==> src/rtl/pp_host_pkg.sv <==
package pp_host_pkg;

  typedef enum logic [2:0] {
    OP_CMD        = 3'd0,
    OP_ADDR       = 3'd1,
    OP_DATA       = 3'd2,
    OP_READ       = 3'd3,
    OP_WRITE      = 3'd4,
    OP_WRITE_LONG = 3'd5,
    OP_SIG        = 3'd6
  } op_e;

  localparam logic [1:0] XA_CMD  = 2'b10;
  localparam logic [1:0] XA_ADDR = 2'b00;
  localparam logic [1:0] XA_DATA = 2'b01;
  localparam logic [7:0] SIG_CMD = 8'h08;

  typedef enum logic [3:0] {
    S_IDLE, S_SETUP, S_XHI, S_HOLD, S_OE, S_REL, S_WPRE, S_WLOW, S_WWAIT, S_DONE
  } state_e;

  function automatic int ns2cyc(int ns, int clk_ns);
    int c;
    c = (ns + clk_ns - 1) / clk_ns;
    return (c < 1) ? 1 : c;
  endfunction

  function automatic int imax(int a, int b);
    return (a > b) ? a : b;
  endfunction

endpackage

==> src/rtl/pp_seq_timer.sv <==
module pp_seq_timer #(
  parameter int TW = 8
) (
  input  logic          clk_i,
  input  logic          rst_ni,
  input  logic          load_i,
  input  logic [TW-1:0] val_i,
  output logic          zero_o
);
  logic [TW-1:0] cnt_q;

  always_ff @(posedge clk_i or negedge rst_ni) begin
    if (!rst_ni)           cnt_q <= '0;
    else if (load_i)       cnt_q <= val_i;
    else if (cnt_q != '0)  cnt_q <= cnt_q - 1'b1;
  end

  assign zero_o = (cnt_q == '0);
endmodule

==> src/rtl/pp_sync.sv <==
module pp_sync #(
  parameter int STAGES = 2
) (
  input  logic clk_i,
  input  logic rst_ni,
  input  logic d_i,
  output logic q_o
);
  logic [STAGES-1:0] sr_q;

  generate
    if (STAGES == 1) begin : g_one
      always_ff @(posedge clk_i or negedge rst_ni)
        if (!rst_ni) sr_q <= '1;
        else         sr_q <= d_i;
    end else begin : g_many
      always_ff @(posedge clk_i or negedge rst_ni)
        if (!rst_ni) sr_q <= '1;
        else         sr_q <= {sr_q[STAGES-2:0], d_i};
    end
  endgenerate

  assign q_o = sr_q[STAGES-1];
endmodule

==> src/rtl/pp_host_seq.sv <==
module pp_host_seq
  import pp_host_pkg::*;
#(
  parameter int CLK_NS       = 20,
  parameter int T_SETUP_NS   = 67,
  parameter int T_XHIGH_NS   = 67,
  parameter int T_HOLD_NS    = 67,
  parameter int T_XLWL_NS    = 67,
  parameter int T_BVWL_NS    = 67,
  parameter int T_WR_NS      = 67,
  parameter int T_OE_NS      = 20,
  parameter int T_REL_NS     = 20,
  parameter int T_WR_LONG_NS = 10_000_000,
  parameter int T_TIMEOUT_NS = 1_000_000,
  parameter int SYNC_STAGES  = 2
) (
  input  logic       clk_i,
  input  logic       rst_ni,
  input  logic       req_valid_i,
  output logic       req_ready_o,
  input  logic [2:0] req_op_i,
  input  logic [7:0] req_data_i,
  input  logic       req_bs_i,
  output logic       rsp_valid_o,
  output logic [7:0] rsp_data_o,
  output logic       rsp_timeout_o,
  output logic       xtal1_o,
  output logic [1:0] xa_o,
  output logic       bs_o,
  output logic       wr_no,
  output logic       oe_no,
  output logic [7:0] data_o,
  output logic       data_oe_o,
  input  logic [7:0] data_i,
  input  logic       rdy_i
);
  localparam int C_SETUP = ns2cyc(T_SETUP_NS, CLK_NS);
  localparam int C_XHI   = ns2cyc(T_XHIGH_NS, CLK_NS);
  localparam int C_HOLD  = imax(ns2cyc(T_HOLD_NS, CLK_NS), 1);
  localparam int C_PRE   = imax(ns2cyc(T_XLWL_NS, CLK_NS), ns2cyc(T_BVWL_NS, CLK_NS));
  localparam int C_WR    = ns2cyc(T_WR_NS, CLK_NS);
  localparam int C_LONG  = ns2cyc(T_WR_LONG_NS, CLK_NS);
  localparam int C_OE    = ns2cyc(T_OE_NS, CLK_NS);
  localparam int C_REL   = ns2cyc(T_REL_NS, CLK_NS);
  localparam int C_TO    = ns2cyc(T_TIMEOUT_NS, CLK_NS);
  localparam int C_MAX   = imax(imax(imax(C_SETUP, C_XHI), imax(C_HOLD, C_PRE)),
                                imax(imax(C_WR, C_LONG), imax(imax(C_OE, C_REL), C_TO)));
  localparam int TW      = $clog2(C_MAX + 1);

  state_e     state_q, state_d;
  op_e        op_q, op_d;
  logic [7:0] data_q, data_d, rsp_q, rsp_d;
  logic [1:0] xa_q, xa_d, idx_q, idx_d, step_q, step_d;
  logic       bs_q, bs_d, tmo_q, tmo_d;
  logic       tz, rdy_s;
  logic [TW-1:0] dur;

  pp_seq_timer #(.TW(TW)) u_timer (
    .clk_i, .rst_ni, .load_i(state_d != state_q), .val_i(dur), .zero_o(tz)
  );

  pp_sync #(.STAGES(SYNC_STAGES)) u_rdy_sync (
    .clk_i, .rst_ni, .d_i(rdy_i), .q_o(rdy_s)
  );

  always_comb begin
    case (state_d)
      S_SETUP: dur = TW'(C_SETUP - 1);
      S_XHI:   dur = TW'(C_XHI - 1);
      S_HOLD:  dur = TW'(C_HOLD - 1);
      S_OE:    dur = TW'(C_OE - 1);
      S_REL:   dur = TW'(C_REL - 1);
      S_WPRE:  dur = TW'(C_PRE - 1);
      S_WLOW:  dur = (op_q == OP_WRITE_LONG) ? TW'(C_LONG - 1) : TW'(C_WR - 1);
      S_WWAIT: dur = TW'(C_TO - 1);
      default: dur = '0;
    endcase
  end

  always_comb begin
    state_d = state_q;
    op_d    = op_q;
    data_d  = data_q;
    xa_d    = xa_q;
    bs_d    = bs_q;
    idx_d   = idx_q;
    step_d  = step_q;
    rsp_d   = rsp_q;
    tmo_d   = tmo_q;
    case (state_q)
      S_IDLE: if (req_valid_i) begin
        op_d   = op_e'(req_op_i);
        data_d = req_data_i;
        bs_d   = req_bs_i;
        tmo_d  = 1'b0;
        step_d = 2'd0;
        case (op_e'(req_op_i))
          OP_CMD:  begin xa_d = XA_CMD;  state_d = S_SETUP; end
          OP_ADDR: begin xa_d = XA_ADDR; state_d = S_SETUP; end
          OP_DATA: begin xa_d = XA_DATA; state_d = S_SETUP; end
          OP_READ: state_d = S_OE;
          OP_WRITE, OP_WRITE_LONG: state_d = S_WPRE;
          OP_SIG: begin
            xa_d    = XA_CMD;
            data_d  = SIG_CMD;
            bs_d    = 1'b0;
            idx_d   = req_data_i[1:0];
            step_d  = 2'd1;
            state_d = S_SETUP;
          end
          default: state_d = S_DONE;
        endcase
      end
      S_SETUP: if (tz) state_d = S_XHI;
      S_XHI:   if (tz) state_d = S_HOLD;
      S_HOLD: if (tz) begin
        if (step_q == 2'd1) begin
          step_d  = 2'd2;
          xa_d    = XA_ADDR;
          data_d  = {6'd0, idx_q};
          state_d = S_SETUP;
        end else if (step_q == 2'd2) begin
          step_d  = 2'd0;
          state_d = S_OE;
        end else begin
          state_d = S_DONE;
        end
      end
      S_OE: if (tz) begin
        rsp_d   = data_i;
        state_d = S_REL;
      end
      S_REL:  if (tz) state_d = S_DONE;
      S_WPRE: if (tz) state_d = S_WLOW;
      S_WLOW: if (tz) state_d = S_WWAIT;
      S_WWAIT: begin
        if (rdy_s) state_d = S_DONE;
        else if (tz) begin
          tmo_d   = 1'b1;
          state_d = S_DONE;
        end
      end
      default: state_d = S_IDLE;
    endcase
  end

  always_ff @(posedge clk_i or negedge rst_ni) begin
    if (!rst_ni) begin
      state_q <= S_IDLE;
      op_q    <= OP_CMD;
      data_q  <= '0;
      xa_q    <= XA_ADDR;
      bs_q    <= 1'b0;
      idx_q   <= '0;
      step_q  <= '0;
      rsp_q   <= '0;
      tmo_q   <= 1'b0;
    end else begin
      state_q <= state_d;
      op_q    <= op_d;
      data_q  <= data_d;
      xa_q    <= xa_d;
      bs_q    <= bs_d;
      idx_q   <= idx_d;
      step_q  <= step_d;
      rsp_q   <= rsp_d;
      tmo_q   <= tmo_d;
    end
  end

  assign req_ready_o   = (state_q == S_IDLE);
  assign rsp_valid_o   = (state_q == S_DONE);
  assign rsp_data_o    = rsp_q;
  assign rsp_timeout_o = tmo_q;
  assign xtal1_o       = (state_q == S_XHI);
  assign xa_o          = xa_q;
  assign bs_o          = bs_q;
  assign data_o        = data_q;
  assign data_oe_o     = (state_q == S_SETUP) || (state_q == S_XHI) || (state_q == S_HOLD);
  assign oe_no         = (state_q != S_OE);
  assign wr_no         = (state_q != S_WLOW);

  // checker counters
  logic [TW:0] xhi_cnt, wr_cnt;
  logic        oe_prev;
  always_ff @(posedge clk_i or negedge rst_ni) begin
    if (!rst_ni) begin
      xhi_cnt <= '0;
      wr_cnt  <= '0;
      oe_prev <= 1'b1;
    end else begin
      xhi_cnt <= xtal1_o ? xhi_cnt + 1'b1 : '0;
      wr_cnt  <= !wr_no  ? wr_cnt + 1'b1  : '0;
      oe_prev <= oe_no;
    end
  end

  a_r5_no_drive_oe: assert property (@(posedge clk_i) disable iff (!rst_ni)
    !(data_oe_o && (!oe_no || !oe_prev)));
  a_r2_load_stable: assert property (@(posedge clk_i) disable iff (!rst_ni)
    (xtal1_o || $fell(xtal1_o)) |-> ($stable(data_o) && $stable(xa_o) && $stable(bs_o) && data_oe_o));
  a_r2_setup_before_rise: assert property (@(posedge clk_i) disable iff (!rst_ni)
    $rose(xtal1_o) |-> $past(data_oe_o));
  a_r3_xhigh_width: assert property (@(posedge clk_i) disable iff (!rst_ni)
    $fell(xtal1_o) |-> (xhi_cnt >= (TW+1)'(C_XHI)));
  a_r6_wr_width: assert property (@(posedge clk_i) disable iff (!rst_ni)
    $rose(wr_no) |-> (wr_cnt >= (TW+1)'(C_WR)));
  a_r6_wr_oe_excl: assert property (@(posedge clk_i) disable iff (!rst_ni)
    !(!wr_no && !oe_no) && !(!wr_no && xtal1_o));
  a_r10_bs_hold: assert property (@(posedge clk_i) disable iff (!rst_ni)
    (!wr_no || $past(!wr_no) || (state_q == S_WWAIT)) |-> $stable(bs_o));
  a_r12_busy: assert property (@(posedge clk_i) disable iff (!rst_ni)
    (req_valid_i && req_ready_o) |=> (!req_ready_o && !rsp_valid_o));
  a_r12_ready_after_rsp: assert property (@(posedge clk_i) disable iff (!rst_ni)
    rsp_valid_o |=> (req_ready_o && !rsp_valid_o));
endmodule

==> config.mk <==
export PLATFORM = sky130hd
export DESIGN_NAME = pp_host_seq
export DESIGN_NICKNAME = d
export VERILOG_FILES = /design/src/rtl/pp_host_pkg.sv /design/src/rtl/pp_seq_timer.sv /design/src/rtl/pp_sync.sv /design/src/rtl/pp_host_seq.sv
export SDC_FILE = /design/constraint.sdc
export NUM_CORES = 1
export LEC_CHECK = 0
export ABC_CLOCK_PERIOD_IN_PS = 3500
export BUFFER_PORTS_ARGS = -buffer_cell sky130_fd_sc_hd__buf_2
export CORE_ASPECT_RATIO = 1.1
export CORE_UTILIZATION = 46
export DETAILED_ROUTE_END_ITERATION = 12
export GPL_TIMING_DRIVEN = 0
export HOLD_SLACK_MARGIN = 0.03
export PLACE_DENSITY = 0.8
export SETUP_SLACK_MARGIN = 0.05
export SLEW_MARGIN = 5
export SYNTH_ARGS = -nofsm -noshare
export SYNTH_HDL_FRONTEND = slang
export SYNTH_SLANG_ARGS = --single-unit
==> constraint.sdc <==
create_clock -name clk_i -period 3.5 [get_ports clk_i]
set_clock_uncertainty 0.2 [all_clocks]
set_input_delay 0 -clock clk_i [delete_from_list [all_inputs] [get_ports clk_i]]
set_output_delay 0 -clock clk_i [all_outputs]
set_load 0.01 [all_outputs]
After elaboration in Yosys (flattened, before gate mapping)
Cells that the tools add are included.
{ "word_totals": {"out_inout_bits": 26, "mem_count": 0, "latch_bits": 0, "ramBits": 0, "word_cells": 104, "inputBits": 24, "romBits": 0, "ff_bits": 52} }
{ "classes": {"mul": 0, "div_mod_pow": 0, "n_eq_ne": 34, "mux": 38, "reduce_logical": 20, "addsub": 1, "shifts": 0, "bitwise": 0, "magnitude_cmp": 0} }
{ "op_table": {"columns": ["cell", "count"], "rows": [
  ["$mux 19", 3],
  ["$pmux 19 s3", 1],
  ["$mux 4", 11],
  ["$pmux 4 s9", 1],
  ["$mux 8", 4],
  ["$eq 4x3->1 const B", 6],
  ["$logic_not 19->1", 1],
  ["$reduce_bool 19->1", 1],
  ["$sub 19x1->19 const B", 1],
  ["$eq 4x2->1 const B", 4],
  ["$pmux 8 s2", 1],
  ["$mux 2", 7],
  ["$eq 3x3->1 const B", 4],
  ["$eq 4x4->1 const B", 3],
  ["$pmux 4 s3", 1],
  ["$reduce_and 4->1", 3],
  ["$ne 2x2->1 const B", 5],
  ["$eq 4x1->1 const B", 2],
  ["$ne 4x3->1 const B", 2],
  ["$pmux 2 s2", 2],
  ["$reduce_or 4->1", 2],
  ["$eq 3x2->1 const B", 2],
  ["$pmux 2 s3", 1],
  ["$reduce_bool 2->1", 3],
  ["other kinds (15)", 22]
]} }

Depth between registers and ports, before layout
{ "depth": {"depth_word": 9, "ltp_mapped": 11, "depth_no_buf": 10} }

Hierarchy
Synthesis repeated with hierarchy kept, for this count alone.
{ "unflattened": {"cells_unflattened": 288, "area_unflattened_um2": 2851.5} }
{ "by_module_without_submodules": {"columns": ["module", "instances", "seq_area_each_um2", "cells_each", "area_each_um2"], "rows": [
  ["pp_host_seq", 1, 775.7, 176, 1739.2],
  ["pp_seq_timer", 1, 475.5, 110, 1059.8],
  ["pp_sync", 1, 52.6, 2, 52.6]
]} }

Worst setup path after synthesis
OpenSTA, ideal clock, no wires.
{ "synth_path": {"path_type": "register to register", "startpoint": "reg state_q[0]", "endpoint": "reg u_timer.cnt_q[3]", "n_path_buf": 2, "setup_time_ns": 0.127, "arrival_time_ns": 2.150, "path_stages_with_launch": 11, "setup_slack_ns": 1.023, "t_required_ns": 3.173, "period_less_slack_ns": 2.477, "cell_sequence": "dfrtp_1 -> buf_6 -> nor4_4 -> nand2_1 -> o22a_2 -> o211ai_1 -> nor3_1 -> o211a_1 -> buf_6 -> a211oi_1 -> a21oi_1"} }
{ "synth_between": {"elab_cells_between_ends": 30, "classes_between": "eq/ne (15); mux (12); reduce/logical (3)"} }
{ "synth_rtl": {"columns": ["element", "line", "source"], "rows": [
  ["start, declared", "pp_host_seq.sv:50", "state_e state_q, state_d;"],
  ["start signal, assigned", "pp_host_seq.sv:159", "state_q <= state_d;"],
  ["$logic_not 4->1 *", null, null],
  ["via req_ready_o", "pp_host_seq.sv:20", "output logic req_ready_o,"],
  ["$pmux 4 s9 *", "pp_host_seq.sv:90", "case (state_q)"],
  ["$eq 4x3->1 (tied with other cells)", "pp_host_seq.sv:67", "case (state_d)"],
  ["$reduce_or 4->1 (no line)", null, null],
  ["$pmux 19 s3", "pp_host_seq.sv:67", null],
  ["$mux 19", "pp_seq_timer.sv:14", "else if (load_i) cnt_q <= val_i;"],
  ["end signal, assigned", "pp_seq_timer.sv:14", null],
  ["end signal, assigned", "pp_seq_timer.sv:15", "else if (cnt_q != '0) cnt_q <= cnt_q - 1'b1;"],
  ["end, declared", "pp_seq_timer.sv:10", "logic [TW-1:0] cnt_q;"]
]} }
The timed path passes the listed nets; every way through them passes the cells marked *.
A chain may end at the register's enable or synchronous reset.

Worst setup path after layout
{ "layout_path": {"startpoint": "reg u_timer.cnt_q[0]", "endpoint": "reg u_timer.cnt_q[2]"} }
{ "layout_between": {"elab_chain_len": 8, "elab_cells_between_ends": 24, "classes_between": "add/sub (1); eq/ne (7); mux (12); reduce/logical (4)"} }
{ "layout_rtl": {"columns": ["element", "line", "source"], "rows": [
  ["$logic_not 19->1", "pp_seq_timer.sv:18", "assign zero_o = (cnt_q == '0);"],
  ["$mux 4", "pp_host_seq.sv:133, pp_host_seq.sv:138", null],
  ["$mux 4", "pp_host_seq.sv:137", "if (rdy_s) state_d = S_DONE;"],
  ["$pmux 4 s9", "pp_host_seq.sv:90", null],
  ["$eq 4x3->1 (tied with other cells)", "pp_host_seq.sv:67", null],
  ["$reduce_or 4->1 (no line)", null, null],
  ["$pmux 19 s3", "pp_host_seq.sv:67", null],
  ["$mux 19", "pp_seq_timer.sv:14", null]
]} }
Several ways; a longest one is shown, not always the timed one. The select of a mux whose other input is x is not followed.

==> metrics.md <==
| Metric | Value |
|---|---|
| Setup TNS | 0 ns |
| Mean routed wirelength per cell | roughly 15 µm |
| Actual slew at the worst max-slew pin | 1.12 ns |
| Finished Layout Cells | 436 |
| RSZ-0062 raised after global routing | no |
| Post-route DRC | 0 |
| Mapped Area | 0.00284 mm² |
| Number of global-route vias before repair | around 2400 |
| DRT Pass-1 Iters | 4 |
| Vias | 2390 |
| Final min period | roughly 2.9 ns |
| Routability cong. | 0.864 |
| Fmax | ~350 MHz |
| Hold Path Cell Cnt | 2 |
| Placement Rows | 29 |
| Slew margin rel. | 25.1% |
| Crit Path Category | reg -> reg |
| Nature of the critical path startpoint | register |
| Max-cap violations | 0 |
| Synth Area in XOR/XNOR | 5.56% |
| Finished Cell Area | ~0.0035 mm² |
| Total CTS buffers | 5 |
| Initial DRC Count | 147 |
| Largest net degree at the start of global routing | 53 |
| Initial Utilization | 48.5% |
| Post-synth EDFFs | 0 |
| Hold EP | u_rdy_sync.sr_q[0] |
| CTS clk-pin slew, worst paths | between 0.1 and 0.15 ns |
| H-Tree Depth | 2 |
| Postcts setup bufs | 0 |
| RR Endpoint | u_timer.cnt_q[2] |
| Top FF cell, synth | dfrtp_1 |
| Netlist cell types | 59 |
| P_leak | 1.66 nW |
| CP required | 3.50 ns |
| Max FO, Critical Path | 8 |
| Status | complete, no violations |
| Mux share of post-synthesis cell area | 3.97% |
| Routed Antenna Nets | 0 |
| Inst Count DP | 403 |
| Register area share after synthesis | 46.0% |
| Pwr per Cell Area | between 800 and 900 mW/mm² |
| Cell breakdown of the critical path | inv_1, ha_1, and2b_2, nand3_1, o31ai_1, a21oi_1, and3_1, and3_1, buf_2, a211oi_1, a21oi_1 |
| Avg Cell Area, Syn | between 10 and 15 µm² |
| CP Capture Type | register |
| Syn_nets | 305 |
| Critical Path Start | u_timer.cnt_q[0] |
| Adder-cell share of the synthesized area | 1.32% |
| Post-synthesis register bit count | 52 |
| Top Ports | 50 |
| First-pass GRT wire length | 11200 µm |
| Core Region | 0.00584 mm² |
| Hold path start | rdy_i |
| Slew Viols, Final | 0 |
| Die X | 76.9 µm |
| Final global-route overflow total | 0 |
| Clk buf depth | 2 |
| Total Routed Length | 6650 µm |
| CP max-delay cell | o31ai_1 |
| Largest family of logic cells by synthesized area | simple AND/OR/NAND/NOR gates |
| Clock Sinks | 52 |
| Simple-Gate Fraction of Synth Area | 23.0% |
| Syn Inst Count | between 200 and 300 |
| Clock root buffer | clkbuf_8 |
| Max rail drop VDD | 0.000461 V |
| CP Data Arrival Time | 2.86 ns |
| Final period util | 81.9% |
| Ys Warns | 0 |
| Compound-Gate Fraction of Synth Area | 16.1% |
| Final nets | 385 |
| Clk_lat worst skew | approximately 0.31 ns |
| Max stage delay on crit path | ~0.4 ns |
| Final Hold Viols | 0 |
| DR vias/cell | between 5 and 6 |
| Die area | ~0.0065 mm² |
| Die height | 84.3 µm |
| GRT Resource Usage Total | 21.9% |
| Cell Area, Placed | 0.00317 mm² |
| R2R cell count | 11 |
| Final setup vio count | 0 |
| Area growth syn-to-layout | 24.1% |
| Reg2reg start | u_timer.cnt_q[0] |
| R2R setup slack | 0.63 ns |
| Fin Hold WS | about 0.14 ns |
| PortBufs | 48 |
| Initial antenna violation count | 0 |
| HP Class | in -> reg |
| Ys async rst share | between 90% and 100% |
| CTS tree | built |
| Antenna cells | 0 |
| Hpwl dp | 4590 µm |
| Ratio of cells with drive above 1 in the final layout | roughly 28% |
[kinds of logic after synthesis]
kind of cell | Yosys count
fa+ha+maj | 3
compound gates | 63
simple gates | 114
buf+inv | 18
flops | 52
xor+xnor | 18
mux | 10
[metal layers]
layer	global-route usage, %	part of all wire [%]
met2	37.7	52
met3	4.89	4.3
met5	0	0
met1	27.5	43
met4	6.12	0.72
[Yosys cell counts (3+ instances only)]
| library cell | number | area share, % |
|---|---|---|
| nand3_1 | 6 | 1.1 |
| nand4_1 | 3 | 0.66 |
| a21oi_1 | 11 | 1.9 |
| and2_1 | 3 | 0.66 |
| o211a_1 | 3 | 1.1 |
| mux2_2 | 10 | 4.0 |
| nor4_4 | 4 | 3.0 |
| dfrtp_1 | 50 | 44 |
| or2_2 | 3 | 0.66 |
| a211oi_1 | 5 | 1.3 |
| nand2_1 | 27 | 3.6 |
| o31ai_1 | 4 | 1.1 |
| o21ai_0 | 13 | 2.3 |
| nand2b_1 | 4 | 0.88 |
| ha_1 | 3 | 1.3 |
| nor2_1 | 28 | 3.7 |
| clkbuf_8 | 3 | 1.5 |
| buf_2 | 3 | 0.53 |
| inv_1 | 8 | 1.1 |
| nor2b_1 | 3 | 0.66 |
| a22o_1 | 5 | 1.5 |
| xnor2_1 | 10 | 3.1 |
| xor2_1 | 8 | 2.5 |
| nor4_1 | 4 | 0.88 |
| nor3_1 | 10 | 1.8 |
[state kept, by name (all words and copies together), names as in the netlist]
register and count:
u_timer.cnt_q 19, rsp_timeout_o 1, idx_q 2, rsp_data_o 8, bs_o 1, step_q 2, u_rdy_sync.sr_q 2, state_q 4
op_q 3, data_o 8, xa_o 2
[worst max-delay path by stage]
| stage | end | slack [ns] | cells after the start |
|---|---|---|---|
| 2_1_floorplan | u_timer.cnt_q[3] | 1.02 | 10 |
| 3_3_place_gp | u_timer.cnt_q[2] | 0.72 | 9 |
| 3_5_place_dp | u_timer.cnt_q[2] | 0.68 | 9 |
| 4_1_cts | u_timer.cnt_q[2] | 0.67 | 9 |
| 5_1_grt | u_timer.cnt_q[15] | 0.44 | 9 |
| 6_report | u_timer.cnt_q[2] | 0.63 | 11 |
[layout make-up]
type	instances	area (µm²)
multi-input cells	208	1420
well taps	77	96.3
flip-flops and latches	52	1300
clock buffers	5	68.8
plain buffers	10	86.3
inverters	8	30.0
fillers	497	2320
clock inverters	3	28.8
repair buffers	73	490
[report_power, final]
group	switching, mW	internal (mW)	leakage [nW]
clock network	0.224	0.151	0.0511
logic	0.948	0.724	0.932
registers	0.154	0.809	0.678
total	1.33	1.68	1.66
[placed cells by master (no fill, tap or decap), types with 3 or more instances in the layout]
cell / Yosys / routed
a22o_1: 5 / 5
dlygate4sd3_1: 0 / 25
nand4_1: 3 / 3
o31ai_1: 4 / 4
nor2_1: 28 / 28
nor4_4: 4 / 4
inv_1: 8 / 8
nor3_1: 10 / 10
a211oi_1: 5 / 5
dfrtp_1: 50 / 50
nor2b_1: 3 / 3
mux2_2: 10 / 10
clkbuf_8: 3 / 8
o211a_1: 3 / 3
and2_1: 3 / 3
nor4_1: 4 / 4
nand2b_1: 4 / 4
ha_1: 3 / 3
or2_2: 3 / 3
o21ai_0: 13 / 13
a21oi_1: 11 / 11
buf_2: 3 / 51
xnor2_1: 10 / 10
nand3_1: 6 / 6
xor2_1: 8 / 8
nand2_1: 27 / 27
[timing repair]
| action | 4_1_cts | 5_1_grt |
|---|---|---|
| endpoints found under the hold margin | 77 | 0 |
| hold buffers | 25 | 0 |
| gates resized for setup | 0 | 0 |
[worst max-delay path, delay by kind of cell (launching register included)]
kind / cells / cell delay, ns
AOI/OAI and AO/OA: 4 / 0.86
adders and majority gates: 1 / 0.19
buffers and inverters: 2 / 0.26
DFF: 1 / 0.39
and+or+nand+nor: 4 / 0.83
[metrics by stage]
stage	power [mW]	utilization (%)	setup slack, ns
detailed placement	2.59	54.3	0.677
finish	3.01	60.2	0.634
global route	3.26	60.2	0.437
floorplan	2.14	-	1.02
CTS	3.01	60.2	0.668
global placement	2.54	54.3	0.721
Power figures use the tool's default switching activity.
